==> src/rtl/blkc_pkg.sv <==
package blkc_pkg;
    localparam int WORD_W    = 32;
    localparam int BLK_WORDS = 4;
    localparam int BLK_W     = WORD_W * BLK_WORDS;
    localparam int KEY_WORDS = 8;
    localparam int KEY_W     = WORD_W * KEY_WORDS;
    localparam int ADDR_W    = 4;

    localparam logic [ADDR_W-1:0] A_CTRL = 4'd0;
    localparam logic [ADDR_W-1:0] A_STAT = 4'd1;
    localparam logic [ADDR_W-1:0] A_DIN  = 4'd2;
    localparam logic [ADDR_W-1:0] A_DOUT = 4'd3;
    localparam int KEY_BASE = 4;
    localparam int IV_BASE  = 12;
    localparam int CLR_BIT  = 7;

    localparam logic [1:0] OP_ENC   = 2'b00;
    localparam logic [1:0] OP_DEC   = 2'b10;
    localparam logic [2:0] CH_ECB   = 3'b000;
    localparam logic [2:0] CH_CBC   = 3'b001;

    typedef struct packed {
        logic       key256;
        logic [2:0] chain;
        logic [1:0] op;
        logic       en;
    } ctrl_t;

    localparam int CTRL_BITS = $bits(ctrl_t);

    function automatic logic cfg_legal(ctrl_t c);
        return (c.op == OP_ENC || c.op == OP_DEC) &&
               (c.chain == CH_ECB || c.chain == CH_CBC);
    endfunction

    function automatic logic is_cbc(ctrl_t c);
        return c.chain == CH_CBC;
    endfunction
endpackage

==> src/rtl/blkc_cfg_regs.sv <==
module blkc_cfg_regs
    import blkc_pkg::*;
#(
    parameter int W  = WORD_W,
    parameter int NK = KEY_WORDS,
    parameter int NI = BLK_WORDS,
    parameter int AW = ADDR_W
) (
    input  logic            clk,
    input  logic            rst,
    input  logic            wr_en,
    input  logic [AW-1:0]   addr,
    input  logic [W-1:0]    wdata,
    output ctrl_t           cfg,
    output logic            clr_req,
    output logic            en_rise,
    output logic [NK*W-1:0] key_o,
    output logic [NI*W-1:0] iv_o
);
    localparam int HALF = NK / 2;

    logic ctrl_we;
    assign ctrl_we = wr_en && (addr == A_CTRL);
    assign clr_req = ctrl_we && wdata[CLR_BIT];
    assign en_rise = ctrl_we && !cfg.en && wdata[0];

    always_ff @(posedge clk) begin
        if (rst) begin
            cfg <= '0;
        end else if (ctrl_we) begin
            if (!cfg.en) cfg    <= ctrl_t'(wdata[CTRL_BITS-1:0]);
            else         cfg.en <= wdata[0];
        end
    end

    for (genvar i = 0; i < NK; i++) begin : g_key
        logic [W-1:0] kw;
        always_ff @(posedge clk) begin
            if (rst) kw <= '0;
            else if (wr_en && !cfg.en && addr == AW'(KEY_BASE + i)) kw <= wdata;
        end
        if (i < HALF) begin : g_lo
            assign key_o[NK*W-1-i*W -: W] = kw;
        end else begin : g_hi
            assign key_o[NK*W-1-i*W -: W] = cfg.key256 ? kw : '0;
        end
    end

    for (genvar j = 0; j < NI; j++) begin : g_iv
        logic [W-1:0] vw;
        always_ff @(posedge clk) begin
            if (rst) vw <= '0;
            else if (wr_en && !cfg.en && addr == AW'(IV_BASE + j)) vw <= wdata;
        end
        assign iv_o[NI*W-1-j*W -: W] = vw;
    end

    AST_CFG_FROZEN: assert property (@(posedge clk) disable iff (rst)
        cfg.en |=> $stable({cfg.key256, cfg.chain, cfg.op}) && $stable(key_o) && $stable(iv_o));
endmodule

==> src/rtl/blkc_din_collect.sv <==
module blkc_din_collect
    import blkc_pkg::*;
#(
    parameter int W = WORD_W,
    parameter int N = BLK_WORDS
) (
    input  logic         clk,
    input  logic         rst,
    input  logic         en,
    input  logic         accept,
    input  logic         busy,
    input  logic         din_we,
    input  logic [W-1:0] wdata,
    output logic         blk_fire,
    output logic [N*W-1:0] blk,
    output logic         werr_set
);
    localparam int CW = $clog2(N);

    logic [CW-1:0]      cnt;
    logic [(N-1)*W-1:0] held;

    always_ff @(posedge clk) begin
        if (rst || !en) begin
            cnt  <= '0;
            held <= '0;
        end else if (din_we && accept) begin
            held <= {held[(N-2)*W-1:0], wdata};
            cnt  <= cnt + 1'b1;
        end
    end

    assign blk      = {held, wdata};
    assign blk_fire = din_we && accept && (cnt == CW'(N - 1));
    assign werr_set = din_we && en && busy;

    AST_WCNT_IDLE: assert property (@(posedge clk) disable iff (rst)
        !en |=> cnt == '0);
endmodule

==> src/rtl/blkc_chain_ctl.sv <==
module blkc_chain_ctl
    import blkc_pkg::*;
#(
    parameter int W = WORD_W,
    parameter int N = BLK_WORDS
) (
    input  logic           clk,
    input  logic           rst,
    input  ctrl_t          cfg,
    input  logic           en_rise,
    input  logic [N*W-1:0] iv,
    input  logic           blk_fire,
    input  logic [N*W-1:0] blk,
    input  logic           clr_req,
    input  logic           werr_set,
    input  logic           dout_rd,
    input  logic           core_done,
    input  logic [N*W-1:0] core_result,
    output logic           core_start,
    output logic [N*W-1:0] core_block,
    output logic           busy,
    output logic           done_flag,
    output logic           werr_flag,
    output logic [W-1:0]   dout_word
);
    localparam int CW = $clog2(N);

    logic [N*W-1:0] chain_q, in_q, out_q;
    logic [CW-1:0]  rcnt;
    logic           enc_cbc, dec_cbc;

    assign enc_cbc = is_cbc(cfg) && (cfg.op == OP_ENC);
    assign dec_cbc = is_cbc(cfg) && (cfg.op == OP_DEC);

    always_ff @(posedge clk) begin
        if (rst) begin
            chain_q    <= '0;
            in_q       <= '0;
            out_q      <= '0;
            core_block <= '0;
            core_start <= 1'b0;
            busy       <= 1'b0;
            done_flag  <= 1'b0;
            werr_flag  <= 1'b0;
            rcnt       <= '0;
        end else begin
            core_start <= 1'b0;
            if (en_rise) chain_q <= iv;
            if (clr_req) begin
                done_flag <= 1'b0;
                werr_flag <= 1'b0;
            end
            if (werr_set) werr_flag <= 1'b1;
            if (!cfg.en)      rcnt <= '0;
            else if (dout_rd) rcnt <= rcnt + 1'b1;
            if (blk_fire) begin
                core_block <= enc_cbc ? (blk ^ chain_q) : blk;
                in_q       <= blk;
                core_start <= 1'b1;
                busy       <= 1'b1;
            end
            if (core_done && busy) begin
                busy      <= 1'b0;
                done_flag <= 1'b1;
                rcnt      <= '0;
                out_q     <= dec_cbc ? (core_result ^ chain_q) : core_result;
                if (enc_cbc) chain_q <= core_result;
                if (dec_cbc) chain_q <= in_q;
            end
        end
    end

    always_comb begin
        dout_word = '0;
        for (int k = 0; k < N; k++)
            if (rcnt == CW'(k)) dout_word = out_q[(N-1-k)*W +: W];
    end

    AST_START_PULSE: assert property (@(posedge clk) disable iff (rst)
        core_start |=> !core_start);
    AST_START_BUSY: assert property (@(posedge clk) disable iff (rst)
        core_start |-> busy);
    AST_FLAG_HOLD: assert property (@(posedge clk) disable iff (rst)
        done_flag && !clr_req |=> done_flag);
    AST_WERR_SET: assert property (@(posedge clk) disable iff (rst)
        werr_set |=> werr_flag);
endmodule

==> src/rtl/blkc_host_seq.sv <==
module blkc_host_seq
    import blkc_pkg::*;
#(
    parameter int W  = WORD_W,
    parameter int N  = BLK_WORDS,
    parameter int NK = KEY_WORDS,
    parameter int AW = ADDR_W
) (
    input  logic            clk,
    input  logic            rst,
    input  logic            bus_wr,
    input  logic            bus_rd,
    input  logic [AW-1:0]   bus_addr,
    input  logic [W-1:0]    bus_wdata,
    output logic [W-1:0]    bus_rdata,
    output logic            core_start,
    output logic            core_decrypt,
    output logic [NK*W-1:0] core_key,
    output logic [N*W-1:0]  core_block,
    input  logic            core_done,
    input  logic [N*W-1:0]  core_result
);
    ctrl_t          cfg;
    logic           clr_req, en_rise, blk_fire, werr_set;
    logic           busy, done_flag, werr_flag, accept, din_we, dout_rd;
    logic [N*W-1:0] iv, blk;
    logic [W-1:0]   dout_word;

    assign din_we       = bus_wr && (bus_addr == A_DIN);
    assign dout_rd      = bus_rd && (bus_addr == A_DOUT);
    assign accept       = cfg.en && cfg_legal(cfg) && !busy;
    assign core_decrypt = (cfg.op == OP_DEC);

    blkc_cfg_regs #(.W(W), .NK(NK), .NI(N), .AW(AW)) u_cfg (
        .clk(clk), .rst(rst), .wr_en(bus_wr), .addr(bus_addr), .wdata(bus_wdata),
        .cfg(cfg), .clr_req(clr_req), .en_rise(en_rise), .key_o(core_key), .iv_o(iv)
    );

    blkc_din_collect #(.W(W), .N(N)) u_din (
        .clk(clk), .rst(rst), .en(cfg.en), .accept(accept), .busy(busy),
        .din_we(din_we), .wdata(bus_wdata), .blk_fire(blk_fire), .blk(blk),
        .werr_set(werr_set)
    );

    blkc_chain_ctl #(.W(W), .N(N)) u_chain (
        .clk(clk), .rst(rst), .cfg(cfg), .en_rise(en_rise), .iv(iv),
        .blk_fire(blk_fire), .blk(blk), .clr_req(clr_req), .werr_set(werr_set),
        .dout_rd(dout_rd), .core_done(core_done), .core_result(core_result),
        .core_start(core_start), .core_block(core_block), .busy(busy),
        .done_flag(done_flag), .werr_flag(werr_flag), .dout_word(dout_word)
    );

    always_comb begin
        bus_rdata = '0;
        case (bus_addr)
            A_CTRL:  bus_rdata = W'(cfg);
            A_STAT:  bus_rdata = W'({busy, werr_flag, done_flag});
            A_DOUT:  bus_rdata = dout_word;
            default: bus_rdata = '0;
        endcase
    end

    AST_RSVD_NO_START: assert property (@(posedge clk) disable iff (rst)
        core_start |-> cfg_legal(cfg));
endmodule

==> config.mk <==
export PLATFORM = sky130hd
export DESIGN_NAME = blkc_host_seq
export DESIGN_NICKNAME = d
export VERILOG_FILES = /design/src/rtl/blkc_pkg.sv /design/src/rtl/blkc_cfg_regs.sv /design/src/rtl/blkc_din_collect.sv /design/src/rtl/blkc_chain_ctl.sv /design/src/rtl/blkc_host_seq.sv
export SDC_FILE = /design/constraint.sdc
export NUM_CORES = 2
export LEC_CHECK = 0
export ABC_AREA = 1
export BUFFER_PORTS_ARGS = -buffer_cell sky130_fd_sc_hd__buf_4
export CORE_UTILIZATION = 35
export CTS_CLUSTER_DIAMETER = 50
export DETAILED_ROUTE_END_ITERATION = 7
export SLEW_MARGIN = 0
export SYNTH_ARGS = -nofsm -noshare
export SYNTH_HDL_FRONTEND = slang
export SYNTH_SLANG_ARGS = --single-unit
==> constraint.sdc <==
create_clock -name clk -period 4.2 [get_ports clk]
set_input_delay 0.63 -clock clk [delete_from_list [all_inputs] [get_ports clk]]
set_output_delay 0.63 -clock clk [all_outputs]
set_load 0.03 [all_outputs]
After elaboration in Yosys (flattened, before gate mapping)
Cells that the tools add are included.

cells by class
  add/sub/neg operators = 2
  equal/unequal tests = 21
  multiplexer cells = 19
  bitwise logic cells = 3
  reductions and logical operators = 43

operators with widths
  cell                 number
  $mux 128             6
  $mux 32              8
  $xor 128x128->128    2
  $pmux 32 s3          1
  $eq 4x4->1 const B   8
  $logic_and 1x1->1    29
  $eq 4x3->1 const B   4
  $eq 2x2->1 const B   4
  $eq 4x2->1 const B   2
  $add 2x1->2 const B  2
  $eq 4x1->1 const B   1
  $logic_not 2->1      2
  $logic_not 4->1      1
  $mux 1               4
  $reduce_bool 2->1    2
  $eq 3x1->1 const B   1
  $logic_not 3->1      1
  $logic_or 1x1->1     3
  $reduce_or 3->1      1
  $eq 2x1->1 const B   1
  $logic_not 1->1      2
  $reduce_and 2->1     1
  $reduce_or 2->1      1
  $not 1->1            1

storage, ports and cells
  register bits = 1007
  input port bits = 169
  output and inout bits = 418
  word-level logic and storage cells = 115

Longest topological paths before layout
  word-level depth = 8
  mapped depth = 11

Cells and area by module
A second synthesis with hierarchy kept.

second synthesis, totals
  cells, all modules = 7809
  area total of the unflattened synthesis = 50094.3 um^2

modules (own cells, without submodules)
  module            times used  cells an instance  area each (um^2)  sequential area each (um^2)
  blkc_chain_ctl    1           4926               30028.8           10369.9
  blkc_cfg_regs     1           2132               15373.5           7827.5
  blkc_din_collect  1           658                4266.6            1961.9
  blkc_host_seq     1           93                 425.4             0.0

Least setup slack after synthesis
OpenSTA, ideal clock, no wires.

  path type = in2out
  start point = in bus_addr[2]
  end point = out bus_rdata[15]
  arrival = 1.967 ns
  slack = 1.603 ns
  stages = 7
  buffers on the path = 2
  cell sequence = nor2_4 -> inv_1 -> nor2_1 -> buf_2 -> clkbuf_1 -> o21ai_0 -> a21oi_1

between the ends
  longest elaborated chain between the ends = 2
  elaborated cells between the ends (all ways) = 4
  classes of those cells = eq/ne (2); mux (1); reduce/logical (1)

ends and longest elaborated chain
  what                                      line                 source
  start: declaration                        blkc_host_seq.sv:13  input logic [AW-1:0] bus_addr,
  $eq 4x2->1, or another cell as far along  blkc_host_seq.sv:55  case (bus_addr)
  $pmux 32 s3 (*)                           blkc_host_seq.sv:55
  end: declaration                          blkc_host_seq.sv:15  output logic [W-1:0] bus_rdata,

Mark *: on every way between the ends. The rest lies on a longest branch, timed or not.

Final worst setup path
  start point = reg u_chain.rcnt[1]
  end point = out bus_rdata[30]

between the ends
  longest elaborated chain between the ends = 6
  elaborated cells between the ends (all ways) = 9
  classes of those cells = eq/ne (3); mux (5); reduce/logical (1)

ends and longest elaborated chain
  what                      line                  source
  start: declaration        blkc_chain_ctl.sv:29  logic [CW-1:0] rcnt;
  start signal: assignment  blkc_chain_ctl.sv:55  else if (dout_rd) rcnt <= rcnt + 1'b1;
  $logic_not 2->1           blkc_chain_ctl.sv:76  if (rcnt == CW'(k)) dout_word = out_q[(N-1-k)*W +: W];
  $mux 32 (3 in series)     blkc_chain_ctl.sv:76
  $mux 32 (*)               blkc_chain_ctl.sv:76
  $pmux 32 s3 (*)           blkc_host_seq.sv:55

Marked as above.

==> results.ini <==
[status]
status = finished clean

[cts]
cts_root_buf = clkbuf_16
numCtsBuffers = 135
post_cts_buffers = 0
clock_latency_ns = 0.79
clock_sinks = 1007
clkTransAtPathRegs_ns = 0.06
cts_buffer_depth = 3
htree_num_levels = 4
cts_tree = built
cts_hold_buf = 0
ctsResizeCount = 0

[grt]
grt_pass1_vias = 43612
grt_pass1_wl_um = 313000
antenna_found_initial = 40
grt_start_max_net_pins = 204
grt_usage_pct = 32.2
grt_remaining_overflow = 0

[power]
peakVddDrop_mv = 0.409
p_leak_nw = 25.6
power_density_nw_per_um2 = 405
power_mw = 22.7

[route]
ant_nets = 0
drt_iter0_drc = 7107
finalWirelength_um = 223000
dr.pass1.iters = 6
num_vias = 50063
avgViaCountPerCell = 5.63
drc = 0
wire_per_inst_um = 25.1

[sta]
report.final.slew_viol_count = 0
fin_crit_sh_pct = 97.0
slew_headroom_pct = 8.04
fin_crit_ns = 4.07
hold_viol_final = 0
rsz0062_at_grt = no
setup_ws_ns = 0.128
fmax_ghz = 0.246
hold_slack_ns = 0.124
setup_tns_ns = 0
setup_violations = 0
worst_slew_pin_slew_ns = 1.38
skew_ns = 0.0354

[die]
dieWidth_um = 364
start_util_pct = 35.4
rows = 132
die_h_um = 364
dieArea_sq_um = 133000
core_area_sq_um = 130000
top_level_ports = 587

[critical_path]
crit_path_end_kind = output pin
cp-start-kind = register
cp_max_fo = 13
cpMostUsedCell = buf_4
reg2reg_slack_ns = 1.02
crit_path_top_delay_cell = a21oi_1
slowest_delay_ns = 0.47
path_cells = inv_1, ha_1, inv_1, nand2_1, buf_4, o21ai_0, o21ai_0, buf_4, a21oi_1, buf_4
arrival_ns = 3.44
worst-setup-path-type = register to output pin
cp.required_ns = 3.57

[synthesis]
yosysWarnings = 0
syn-cell-area_sq_um = 46000
synth_seq_area_share_pct = 43.9
syn_area_per_cell_sq_um = 6.82
synth_seq_cells = 1007
syn_nets = 6917
syn_inst = 6743
yosys.cell_types.count = 33

[finish]
nets = 7199
area_growth_pct = 22.2
fin_util_pct = 43.2
layout_common_cells = 1,367 x nand2_1, 1,005 x dfxtp_1, 957 x o21ai_0
final_common_cell = nand2_1
drive_above_1_share_pct = 13.2

[placed_design]
hpwl_um = 144000
routabilityCongestion = 0.934
dpl_worst_slack_ns = 0.844
port_buffers = 586

[min_path]
hp-class = input port to register

[job]
timing.max_cap.violations = 0

[metal layers]
| metal | part of all wire [%] | GRT usage (%) | routed length, um |
|---|---|---|---|
| met5 | 0.070 | 0 | 157 |
| met4 | 5.3 | 17.6 | 11800 |
| met3 | 12 | 9.21 | 27100 |
| met2 | 43 | 46.7 | 95200 |
| met1 | 40 | 42.6 | 89000 |
[critical path, delay by kind of cell, from the launching register on]
kind            cells  cell delay [ns]
fa+ha+maj           1             0.20
compound gates      3             0.91
buf+inv             5             0.90
simple gates        1             0.29
flops               1             0.36
[state kept, by name (all words and copies together) (netlist names)]
register,cells
u_din.held,96
u_chain.rcnt,2
u_chain.core_block,128
u_chain.done_flag,1
u_chain.out_q,128
u_cfg.cfg,7
u_cfg.g_iv.vw,128
u_chain.core_start,1
u_chain.werr_flag,1
u_chain.chain_q,128
u_din.cnt,2
u_cfg.g_key.kw,256
u_chain.in_q,128
u_chain.busy,1
[area by class of cell]
| cell class | count | area, sq um |
|---|---|---|
| Fill cell | 13370 | 73800 |
| Timing Repair Buffer | 695 | 5510 |
| Clock inverter | 60 | 807 |
| Clock buffer | 180 | 3760 |
| Antenna cell | 27 | 67.6 |
| Inverter | 710 | 2680 |
| Tap cell | 1742 | 2180 |
| Multi-Input combinational cell | 4476 | 21000 |
| Sequential cell | 1007 | 20200 |
[synth_stat cells]
library cell	count	area share [%]
o22ai_1	1	0.014
o32ai_1	1	0.019
nor2_8	1	0.044
o21ai_1	37	0.40
xnor2_1	14	0.27
nand3_2	1	0.022
nor2_4	3	0.073
clkbuf_1	393	3.2
a211oi_1	9	0.15
ha_1	5	0.14
nand4_1	1	0.014
a31oi_1	36	0.49
clkinv_1	6	0.049
inv_1	698	5.7
buf_2	95	1.0
dfxtp_1	1007	44
o21bai_1	21	0.34
nand2_2	5	0.068
nand3_1	926	10
nor3_2	1	0.022
xor2_1	17	0.32
a21oi_1	786	8.6
nand3b_1	49	0.80
inv_2	6	0.049
nor2_1	216	1.8
o21ai_0	957	10
buf_6	5	0.12
o211ai_1	4	0.065
buf_4	10	0.16
nor3_1	12	0.13
nor2_2	4	0.054
nand2_1	1369	11
buf_1	47	0.38
[through the flow]
| stage | cell area, sq um | std cells |
|---|---|---|
| floorplan | 46000 | 6743 |
| global placement | 51500 | 8630 |
| detailed placement | 51500 | 8630 |
| CTS | 56100 | 8870 |
| global route | 56100 | 8884 |
| finish | 56200 | 8897 |
[path summary, 6_finish.rpt]
| kind | cells after the start | startpoint | end |
|---|---|---|---|
| worst max register to register | 9 | u_cfg.cfg[5] | u_chain.out_q[97] |
| worst min-delay path | 3 | core_result[10] | u_chain.out_q[10] |
| worst min register to register | 2 | u_cfg.g_iv[0].vw[0] | u_cfg.g_iv[0].vw[0] |
| worst max-delay path | 10 | u_chain.rcnt[1] | bus_rdata[30] |
[cells by family (layout without fill, tap and decap cells)]
| group | Yosys count | in the layout | synth area share [%] |
|---|---|---|---|
| other | 0 | 27 | 0 |
| adder cells (fa/ha/maj) | 5 | 5 | 0.136 |
| AND/OR/NAND/NOR | 2588 | 2588 | 24.3 |
| AO/OA/AOI/OAI | 1852 | 1852 | 20.5 |
| flip-flops | 1007 | 1007 | 43.9 |
| XOR/XNOR | 31 | 31 | 0.591 |
| buffers and inverters | 1260 | 1645 | 10.7 |
[where the power goes]
| part | internal, mW | leakage (nW) | total, mW | switching [mW] |
|---|---|---|---|---|
| sequential | 9.62 | 8.12 | 9.67 | 0.0424 |
| combinational | 0.287 | 15.2 | 1.21 | 0.928 |
| clock | 7.10 | 2.22 | 11.9 | 4.77 |
(Power assumes the default switching activity.)
